`src/rtl/sb_pkg.sv`:
```
package sb_pkg;

  // one source blocks issue when its value is neither in the file nor forwardable
  function automatic logic operand_blocked(input logic rdy, input logic byp);
    return (!rdy) && (!byp);
  endfunction

  // an overtaken write is cancelled unless the new writer consumes the old value
  function automatic logic overtakes(input logic fire, input logic dst_rdy,
                                     input logic dst_read);
    return fire && !dst_rdy && !dst_read;
  endfunction

endpackage

```
`src/rtl/sb_tag_alloc.sv`:
```
module sb_tag_alloc #(
  parameter int TAG_W = 4
) (
  input  logic             clk,
  input  logic             rst_n,
  input  logic             advance,
  output logic [TAG_W-1:0] tag
);
  always_ff @(posedge clk) begin
    if (!rst_n)       tag <= '0;
    else if (advance) tag <= tag + 1'b1;
  end
endmodule

```
`src/rtl/sb_reg_entry.sv`:
```
module sb_reg_entry #(
  parameter int TAG_W = 4
) (
  input  logic             clk,
  input  logic             rst_n,
  input  logic             claim,
  input  logic [TAG_W-1:0] claim_tag,
  input  logic             release_i,
  output logic             ready,
  output logic [TAG_W-1:0] owner
);
  always_ff @(posedge clk) begin
    if (!rst_n) begin
      ready <= 1'b1;
      owner <= '0;
    end else if (claim) begin
      ready <= 1'b0;
      owner <= claim_tag;
    end else if (release_i) begin
      ready <= 1'b1;
    end
  end
endmodule

```
`src/rtl/sb_hazard.sv`:
```
module sb_hazard (
  input  logic iss_valid,
  input  logic rdy_a,
  input  logic rdy_b,
  input  logic byp_a,
  input  logic byp_b,
  input  logic rdy_dst,
  input  logic dst_read,
  output logic stall,
  output logic fire,
  output logic nullify
);
  import sb_pkg::*;
  always_comb begin
    stall   = iss_valid && (operand_blocked(rdy_a, byp_a) || operand_blocked(rdy_b, byp_b));
    fire    = iss_valid && !stall;
    nullify = overtakes(fire, rdy_dst, dst_read);
  end
endmodule

```
`src/rtl/ready_scoreboard.sv`:
```
module ready_scoreboard #(
  parameter int NUM_REGS = 32,
  parameter int TAG_W    = 4,
  localparam int IDX_W   = $clog2(NUM_REGS)
) (
  input  logic                clk,
  input  logic                rst_n,
  input  logic                iss_valid,
  input  logic [IDX_W-1:0]    iss_dst,
  input  logic [IDX_W-1:0]    iss_src_a,
  input  logic [IDX_W-1:0]    iss_src_b,
  input  logic                byp_a_ok,
  input  logic                byp_b_ok,
  input  logic                cmp_valid,
  input  logic [IDX_W-1:0]    cmp_dst,
  input  logic [TAG_W-1:0]    cmp_tag,
  output logic                iss_stall,
  output logic [TAG_W-1:0]    iss_tag,
  output logic                null_valid,
  output logic [TAG_W-1:0]    null_tag,
  output logic [NUM_REGS-1:0] ready_vec
);
  logic [TAG_W-1:0] owner [NUM_REGS];
  logic             issue_fire;
  logic             cmp_accept;
  logic             dst_read;

  assign dst_read = (iss_dst == iss_src_a) || (iss_dst == iss_src_b);

  sb_hazard u_haz (
    .iss_valid (iss_valid),
    .rdy_a     (ready_vec[iss_src_a]),
    .rdy_b     (ready_vec[iss_src_b]),
    .byp_a     (byp_a_ok),
    .byp_b     (byp_b_ok),
    .rdy_dst   (ready_vec[iss_dst]),
    .dst_read  (dst_read),
    .stall     (iss_stall),
    .fire      (issue_fire),
    .nullify   (null_valid)
  );

  sb_tag_alloc #(.TAG_W(TAG_W)) u_tag (
    .clk     (clk),
    .rst_n   (rst_n),
    .advance (issue_fire),
    .tag     (iss_tag)
  );

  assign null_tag   = owner[iss_dst];
  assign cmp_accept = cmp_valid && !ready_vec[cmp_dst] && (cmp_tag == owner[cmp_dst])
                      && !(issue_fire && (iss_dst == cmp_dst));

  for (genvar g = 0; g < NUM_REGS; g++) begin : g_reg
    sb_reg_entry #(.TAG_W(TAG_W)) u_ent (
      .clk       (clk),
      .rst_n     (rst_n),
      .claim     (issue_fire && (iss_dst == IDX_W'(g))),
      .claim_tag (iss_tag),
      .release_i (cmp_accept && (cmp_dst == IDX_W'(g))),
      .ready     (ready_vec[g]),
      .owner     (owner[g])
    );
  end
endmodule

```
`config.mk`:
```
export PLATFORM = sky130hd
export DESIGN_NAME = ready_scoreboard
export DESIGN_NICKNAME = d
export VERILOG_FILES = /design/src/rtl/sb_pkg.sv /design/src/rtl/sb_tag_alloc.sv /design/src/rtl/sb_reg_entry.sv /design/src/rtl/sb_hazard.sv /design/src/rtl/ready_scoreboard.sv
export SDC_FILE = /design/constraint.sdc
export NUM_CORES = 1
export LEC_CHECK = 0
export BUFFER_PORTS_ARGS = -buffer_cell sky130_fd_sc_hd__buf_4
export CORE_ASPECT_RATIO = 1.75
export CORE_MARGIN = 2
export CORE_UTILIZATION = 56
export DETAILED_ROUTE_END_ITERATION = 10
export GPL_ROUTABILITY_DRIVEN = 1
export HOLD_SLACK_MARGIN = 0.08
export PLACE_DENSITY = 0.8
export SLEW_MARGIN = 10
export SYNTH_ARGS = -nofsm -noshare
export SYNTH_HDL_FRONTEND = slang
export SYNTH_SLANG_ARGS = --single-unit
```
`constraint.sdc`:
```
create_clock -name clk -period 3.7 [get_ports clk]
set_input_delay 0.74 -clock clk [delete_from_list [all_inputs] [get_ports clk]]
set_output_delay 0.74 -clock clk [all_outputs]
set_load 0.005 [all_outputs]
```
==> run metrics, run 1 <==
Worst Path Max Fanout 22; core area 18500 um^2; HPWL Detailed 23500 um; final hold slack 539 ps; max-cap violations 0; n_diodes 0; maximum VDD drop 0.000297 V; cell count after synthesis 996; worst hold path type reg -> reg; final setup TNS 0 ps; post-route cell area 11700 um^2; first-pass GRT wire length 51900 um; Synth area leaders dfxtp_1 31%, mux4_2 19%, mux2i_1 16%; Final Hold Viols 0; initial core utilization 56.8%; Max Clock Freq 278 MHz; Layout Utilization 63.2%; Post-synth EDFFs 0; post-synth net total 1027; worst-margin pin slew 983 ps; largest net degree at the start of global routing 69; Detailed Route WL 34200 um; CTS Buf Count 17; crit path DAT 2860 ps; most common cell after layout, fill and taps aside mux2i_1; most used cell along the critical path buf_4; max-slew violations 0; Clock Skews 7.33 ps; cts hold-fix bufs 0; Die Ht 185 um; TritonCTS Sinks 164; CP Class in -> out; setup bufs post-CTS 0; Critical Path End Type primary output; ys async rst share 0%; Residual DRC 0; Core Rows 66; io pins 72; Clock Latency Late Sink 440 ps; PwrDens 364 nW/um^2; CP max stage delay 520 ps; Main synth FF type dfxtp_1; GPL Wtd Cong 1.01; relative slew slack 34.3%; fin crit period 3600 ps; post-synth top area share 31.3%; fin crit share 97.2%; RSZ-0062 raised after global routing false; leading cell types in the layout, fill and taps excluded 167 x mux2i_1, 164 x dfxtp_1, 138 x nor2b_1, 117 x buf_4, 88 x mux4_2; Finished Layout Cells 1240; router iterations before antenna repair 7; vias in the first global route 8443; port buffer count 71; CTS max path bufs 2; Final Net Count 1021; CTS tree yes; Leak 4.87 nW; status complete, no violations; # setup viols final 0; crit-path cells buf_4 -> buf_4 -> mux4_2 -> mux4_2 -> mux2_2 -> buf_4; grt ovf 0; number of vias per cell 6.96; slowest stage cell, crit path mux4_2; Final ANT Viol Nets 0; htree depth 4; area grow syn2layout 11.3%; WP data required 2960 ps; total track usage 35.5%; DRT iter0 DRCs 1089; layout cells sized above 1 25.9%; post-synthesis register bit count 164; CTS root buf clkbuf_16; initial antenna violation count 1; Synth area leader dfxtp_1; critical path launch point type input pin; Seq/Total Area, Yosys 31.3%; CTS resizes 0; die area 19900 um^2; synth warn 0; placed insts 1209; clock slew at reported path FFs 60 ps; Synth cell types 55; Mapped Area 10500 um^2; Mapped Avg Cell Area 10.5 um^2; die width 108 um; vias 8634; DR WL/cell 27.5 um; Placed Area 11000 um^2
==> worst max-delay path, delay by kind of cell <==
kind                   cells  cell delay (ps)
buffers and inverters      3              750
multiplexers               3             1350
==> report_power, final <==
| part | switching (W) | internal, W | total (W) |
|---|---|---|---|
| sequential | 0.0000263 | 0.00177 | 0.00180 |
| combinational | 0.000303 | 0.000204 | 0.000506 |
| clock | 0.000754 | 0.00120 | 0.00195 |
| total | 0.00108 | 0.00318 | 0.00426 |
==> cell type report <==
type / count / area, um^2
fill: 1438 / 6810
multi-input combinational: 674 / 6440
sequential: 164 / 3280
timing repair buffer: 123 / 998
clock buffer: 19 / 433
tap: 238 / 298
clock inverter: 12 / 203
inverter: 10 / 37.5
==> sequential cells by signal (all words and copies together) (netlist names) <==
signal	count
g.u_ent.owner	128
g.u_ent.ready	32
u_tag.tag	4
==> cells by family after synthesis <==
| group | share of synthesized area (%) |
|---|---|
| fa+ha+maj | 0.119 |
| buf+inv | 7.49 |
| mux | 35.7 |
| compound gates | 7.16 |
| flops | 31.3 |
| simple gates | 16.4 |
| xor+xnor | 1.82 |
==> metal layers <==
layer  vias up  routed length, um  track usage [%]
met5         -                 10                0
met4         2               3370             31.1
met3       247               3260             12.1
met2       642              16500             56.4
met1      4135              11100             36.8
li1       3608                  -                -
==> stage by stage <==
step                      setup slack (ps)  power, W
after global routing                  11.4   0.00435
after CTS                              115   0.00423
after floorplan                       20.8   0.00215
after global placement                 117   0.00232
after detailed placement              39.8   0.00232
final                                  105   0.00426
==> cell usage after synthesis, types with 3 or more instances <==
| master | number |
|---|---|
| a22oi_1 | 8 |
| nor2_1 | 17 |
| clkbuf_1 | 56 |
| nor4_4 | 3 |
| nand3b_1 | 4 |
| a21boi_0 | 6 |
| nand2_1 | 37 |
| nand3_1 | 13 |
| a211oi_1 | 3 |
| mux4_2 | 88 |
| nor3_1 | 25 |
| mux2i_1 | 168 |
| o21ai_0 | 3 |
| o311ai_1 | 11 |
| or3_1 | 29 |
| xor2_1 | 10 |
| o31ai_1 | 8 |
| a41oi_1 | 17 |
| buf_1 | 15 |
| a311oi_1 | 4 |
| nand2b_1 | 8 |
| and2_1 | 3 |
| o21ai_1 | 16 |
| buf_4 | 34 |
| dfxtp_1 | 164 |
| o22ai_1 | 5 |
| buf_2 | 41 |
| mux2_2 | 8 |
| a21boi_1 | 3 |
| xnor2_1 | 10 |
| nor2b_1 | 138 |
| inv_1 | 10 |
==> final timing paths <==
check	from	endpoint	slack, ps	cells past startpoint
worst max register to register	g_reg[6].u_ent.ready	g_reg[9].u_ent.owner[2]	480	9
worst min-delay path	g_reg[26].u_ent.owner[1]	g_reg[26].u_ent.owner[1]	540	2
worst max-delay path	iss_dst[0]	null_tag[2]	100	6
worst min register to register	g_reg[26].u_ent.owner[1]	g_reg[26].u_ent.owner[1]	540	2
Note: power is estimated with default switching activity, not from simulation.
==> inputs of run 2 (changes only) <==
--- a/config.mk
+++ b/config.mk
@@ -8,12 +8,13 @@
 export BUFFER_PORTS_ARGS = -buffer_cell sky130_fd_sc_hd__buf_4
 export CORE_ASPECT_RATIO = 1.75
 export CORE_MARGIN = 2
-export CORE_UTILIZATION = 56
+export CORE_UTILIZATION = 30
 export DETAILED_ROUTE_END_ITERATION = 10
 export GPL_ROUTABILITY_DRIVEN = 1
 export HOLD_SLACK_MARGIN = 0.08
-export PLACE_DENSITY = 0.8
+export PLACE_DENSITY = 0.49
 export SLEW_MARGIN = 10
 export SYNTH_ARGS = -nofsm -noshare
 export SYNTH_HDL_FRONTEND = slang
 export SYNTH_SLANG_ARGS = --single-unit
+export TNS_END_PERCENT = 100
==> run metrics, run 2 (synthesis results as in run 1) <==
Internal Power 0.00296 W; Final Net Count 1039; port buffer count 71; Core Rows 90; max-slew violations 0; GPL Wtd Cong 0.917; Clk pwr share 43.1%; RSZ-0062 raised after global routing false; Clock Skews 12.8 ps; Final ANT Viol Nets 0; worst-margin pin slew 1000 ps; # setup viols final 0; leading cell types in the layout, fill and taps excluded 168 x mux2i_1, 164 x dfxtp_1, 138 x nor2b_1, 133 x buf_4, 88 x mux4_2; DR WL/cell 25.6 um; area grow syn2layout 14.9%; crit path DAT 2830 ps; number of vias per cell 5.44; grt ovf 0; worst r2r dst g_reg[9].u_ent.ready; slack of the critical path 133 ps; CTS resizes 0; CTS tree yes; final hold slack 538 ps; Switching Fraction 27.6%; Leak 4.93 nW; TritonCTS Sinks 164; fillers 3520; HPWL Detailed 29000 um; Max Clock Freq 280 MHz; CTS max path bufs 2; Reg power frac 43.9%; vias in the first global route 8260; vias 8052; slowest stage cell, crit path mux4_2; fin crit share 96.4%; htree depth 4; Die Ht 252 um; Min-Delay Endpoint g_reg[2].u_ent.owner[2]; worst reg2reg startpoint g_reg[2].u_ent.ready; Final Hold Viols 0; initial core utilization 30.5%; relative slew slack 33.0%; max-cap violations 0; CTS Buf Count 17; die area 36600 um^2; cts hold-fix bufs 0; WP data required 2960 ps; worst hold path type reg -> reg; status complete, no violations; Worst Path Max Fanout 16; Worst Hold Launch g_reg[2].u_ent.owner[2]; setup bufs post-CTS 0; io pins 72; final setup TNS 0 ps; Critical Path End Type primary output; R2R depth 10; combinational share of power 12.9%; maximum VDD drop 0.000311 V; n_diodes 0; most used cell along the critical path buf_4; r2r setup slk 620 ps; total track usage 20.8%; router iterations before antenna repair 5; Clock Latency Late Sink 450 ps; critical path launch point type input pin; Detailed Route WL 38000 um; top flop regs g.u_ent.owner x128, g.u_ent.ready x32, u_tag.tag x4; clock slew at reported path FFs 70 ps; Finished Layout Cells 1481; max reg flops 128; DRT iter0 DRCs 482; layout cells sized above 1 27.4%; placed insts 1449; CP max stage delay 530 ps; first-pass GRT wire length 55900 um; fin crit period 3570 ps; largest net degree at the start of global routing 70; crit-path cells buf_4 -> buf_4 -> mux4_2 -> mux4_2 -> mux2_2 -> buf_4; initial antenna violation count 0; Top reg by flops g.u_ent.owner; Layout Utilization 35.0%; CP Class in -> out; CTS root buf clkbuf_16; pre-CTS WS 81.7 ps; Residual DRC 0; PwrDens 339 nW/um^2; most common cell after layout, fill and taps aside mux2i_1; die width 145 um; core area 34500 um^2; Switch Pwr 0.00113 W; hold depth 2
run 2: area by class of cell:
type | instances | area (um^2) | area share [%]
Inverter | 10 | 37.5 | 0.311
Sequential cell | 164 | 3280 | 27.2
Clock inverter | 13 | 123 | 1.02
Multi-Input combinational cell | 674 | 6430 | 53.3
Clock buffer | 19 | 453 | 3.75
Timing Repair Buffer | 141 | 1160 | 9.60
Tap cell | 460 | 576 | 4.77
run 2: routing by layer:
layer | global-route usage (%) | routed length, um | up-vias
met2 | 38.7 | 20200 | 299
met1 | 19.9 | 13100 | 3965
li1 | - | - | 3655
met3 | 3.60 | 1450 | 133
met5 | 0 | 0 | -
met4 | 17.0 | 3250 | 0
run 2: metrics by stage:
| stage | total power, W | cell area [um^2] |
|---|---|---|
| 2_1_floorplan | 0.00215 | 10500 |
| 3_3_place_gp | 0.00236 | 11500 |
| 3_5_place_dp | 0.00236 | 11500 |
| 4_1_cts | 0.00412 | 12100 |
| 5_1_grt | 0.00421 | 12100 |
| 6_report | 0.00408 | 12100 |
run 2: power groups by stage:
stage | combinational [W] | clock (W) | sequential (W)
after floorplan | 0.000328 | 0 | 0.00182
after global placement | 0.000526 | 0 | 0.00183
after detailed placement | 0.000526 | 0 | 0.00183
after CTS | 0.000528 | 0.00180 | 0.00179
after global routing | 0.000554 | 0.00187 | 0.00179
final | 0.000528 | 0.00176 | 0.00179
run 2: how the worst max path moves through the flow:
stage	startpoint	endpoint	slack, ps	depth (start not counted)
final	iss_dst[0]	null_tag[1]	130	6
after global placement	cmp_dst[1]	g_reg[20].u_ent.ready	60	10
after global routing	iss_dst[0]	null_tag[1]	100	6
after CTS	iss_dst[0]	null_tag[1]	140	6
after floorplan	iss_dst[0]	null_tag[3]	20	6
after detailed placement	cmp_dst[1]	g_reg[20].u_ent.ready	80	10
run 2: critical path, delay by kind of cell:
kind | cells | cell delay (ps)
buffers and inverters | 3 | 700
muxes | 3 | 1370
==> inputs of run 3 (changes only) <==
--- a/config.mk
+++ b/config.mk
@@ -7,12 +7,13 @@
 export LEC_CHECK = 0
 export BUFFER_PORTS_ARGS = -buffer_cell sky130_fd_sc_hd__buf_4
 export CORE_ASPECT_RATIO = 1.75
-export CORE_MARGIN = 2
+export CORE_MARGIN = 5
 export CORE_UTILIZATION = 30
 export DETAILED_ROUTE_END_ITERATION = 10
 export GPL_ROUTABILITY_DRIVEN = 1
+export GPL_TIMING_DRIVEN = 0
 export HOLD_SLACK_MARGIN = 0.08
-export PLACE_DENSITY = 0.49
+export PLACE_DENSITY = 0.5
 export SLEW_MARGIN = 10
 export SYNTH_ARGS = -nofsm -noshare
 export SYNTH_HDL_FRONTEND = slang
==> run metrics, run 3 (synthesis results as in run 1) <==
status finished with violations; violated checks setup timing; fin crit share 100%; initial antenna violation count 0; cts hold-fix bufs 0; port buffer count 63; Worst Path Max Fanout 10; WP data required 2960 ps; router iterations before antenna repair 5; Clock Skews 11.1 ps; CTS root buf clkbuf_16; cell family with most CP delay multiplexers; pre-CTS WS -1240 ps; relative slew slack 33.4%; top flop regs g.u_ent.owner x128, g.u_ent.ready x32, u_tag.tag x4; Critical Path End Type primary output; number of vias per cell 5.53; area grow syn2layout 18.0%; CTS tree yes; PwrDens 340 nW/um^2; Die Ht 258 um; HPWL Detailed 34800 um; TritonCTS Sinks 164; GPL Wtd Cong 0.984; RSZ-0062 raised after global routing true; n_diodes 0; Worst path depth 7; Core Rows 90; die width 151 um; io pins 72; vias 8623; DRT iter0 DRCs 565; maximum VDD drop 0.000243 V; core area 34600 um^2; R2R depth 10; Final Hold Viols 0; max reg flops 128; initial core utilization 30.4%; critical path launch point type input pin; leading cell types in the layout, fill and taps excluded 167 x mux2i_1, 164 x dfxtp_1, 138 x nor2b_1, 112 x buf_4, 88 x mux4_2; Residual DRC 0; die area 39000 um^2; most common cell after layout, fill and taps aside mux2i_1; vias in the first global route 8600; worst hold path type reg -> reg; first-pass GRT wire length 62800 um; CTS max path bufs 2; Final Net Count 1118; worst-margin pin slew 999 ps; Clock Latency Late Sink 460 ps; slack of the critical path -0.106 ps; total track usage 23.0%; Leak 5.03 nW; max-slew violations 0; slowest stage cell, crit path mux4_2; CTS Buf Count 17; Final ANT Viol Nets 0; CP bufs+invs 4; Detailed Route WL 44700 um; Max Clock Freq 270 MHz; hold depth 2; layout cells sized above 1 28.1%; final hold slack 539 ps; final setup TNS -0.106 ps; Top reg by flops g.u_ent.owner; fin crit period 3700 ps; crit path DAT 2960 ps; # setup viols final 1; largest net degree at the start of global routing 17; CP max stage delay 490 ps; DR WL/cell 28.7 um; grt ovf 0; crit-path cells buf_4 -> buf_2 -> clkbuf_4 -> mux4_2 -> mux4_2 -> mux2_2 -> buf_4; max-cap violations 0; CP Class in -> out; htree depth 4; clock slew at reported path FFs 70 ps
run 3: path summary, 6_finish.rpt:
check	startpoint	end	slack [ps]
max	iss_dst[1]	null_tag[0]	-0.1
min	g_reg[29].u_ent.owner[1]	g_reg[29].u_ent.owner[1]	540
max reg2reg	g_reg[22].u_ent.ready	g_reg[1].u_ent.ready	260
min reg2reg	g_reg[29].u_ent.owner[1]	g_reg[29].u_ent.owner[1]	540
run 3: area by class of cell:
type                    instances  area [um^2]
repair buffers                 79          618
clock inverters                13          149
inverters                      10         37.5
plain buffers                 141          811
flip-flops and latches        164         3280
clock buffers                  19          443
multi-input cells             674         6480
well taps                     460          576
fillers                      3478        22200
run 3: per-layer routing:
layer | GRT usage [%] | vias up | wire [um]
met3 | 3.42 | 164 | 1990
met4 | 20.1 | 0 | 4740
met1 | 22.6 | 4265 | 14700
met5 | 0 | - | 0
met2 | 40.7 | 375 | 23300
li1 | - | 3819 | -
run 3: power breakdown:
part / switching, W / internal, W
Sequential: 0.0000122 / 0.00177
Clock: 0.000822 / 0.00102
Combinational: 0.000367 / 0.000216
Total: 0.00120 / 0.00301
run 3: through the flow:
| step | area, um^2 | instances | total power [W] | utilization, % |
|---|---|---|---|---|
| detailed placement | 11600 | 1519 | 0.00236 | 33.4 |
| finish | 12400 | 1560 | 0.00421 | 35.9 |
| CTS | 12300 | 1551 | 0.00421 | 35.6 |
| global placement | 11600 | 1519 | 0.00236 | 33.4 |
| floorplan | 10500 | 996 | 0.00215 | - |
| global route | 12400 | 1560 | 0.00433 | 35.9 |
run 3: repair_timing:
| action | in CTS | in global routing |
|---|---|---|
| pin swaps | 3 | 2 |
| setup buffers | 6 | 10 |
| setup endpoints to repair | 32 | 25 |
| resized for setup | 37 | 10 |
run 3: worst min-delay path: cells and delay by family, from the launching register on:
family / cells / cell delay (ps)
muxes: 1 / 120
and+or+nand+nor: 1 / 60
DFF: 1 / 320
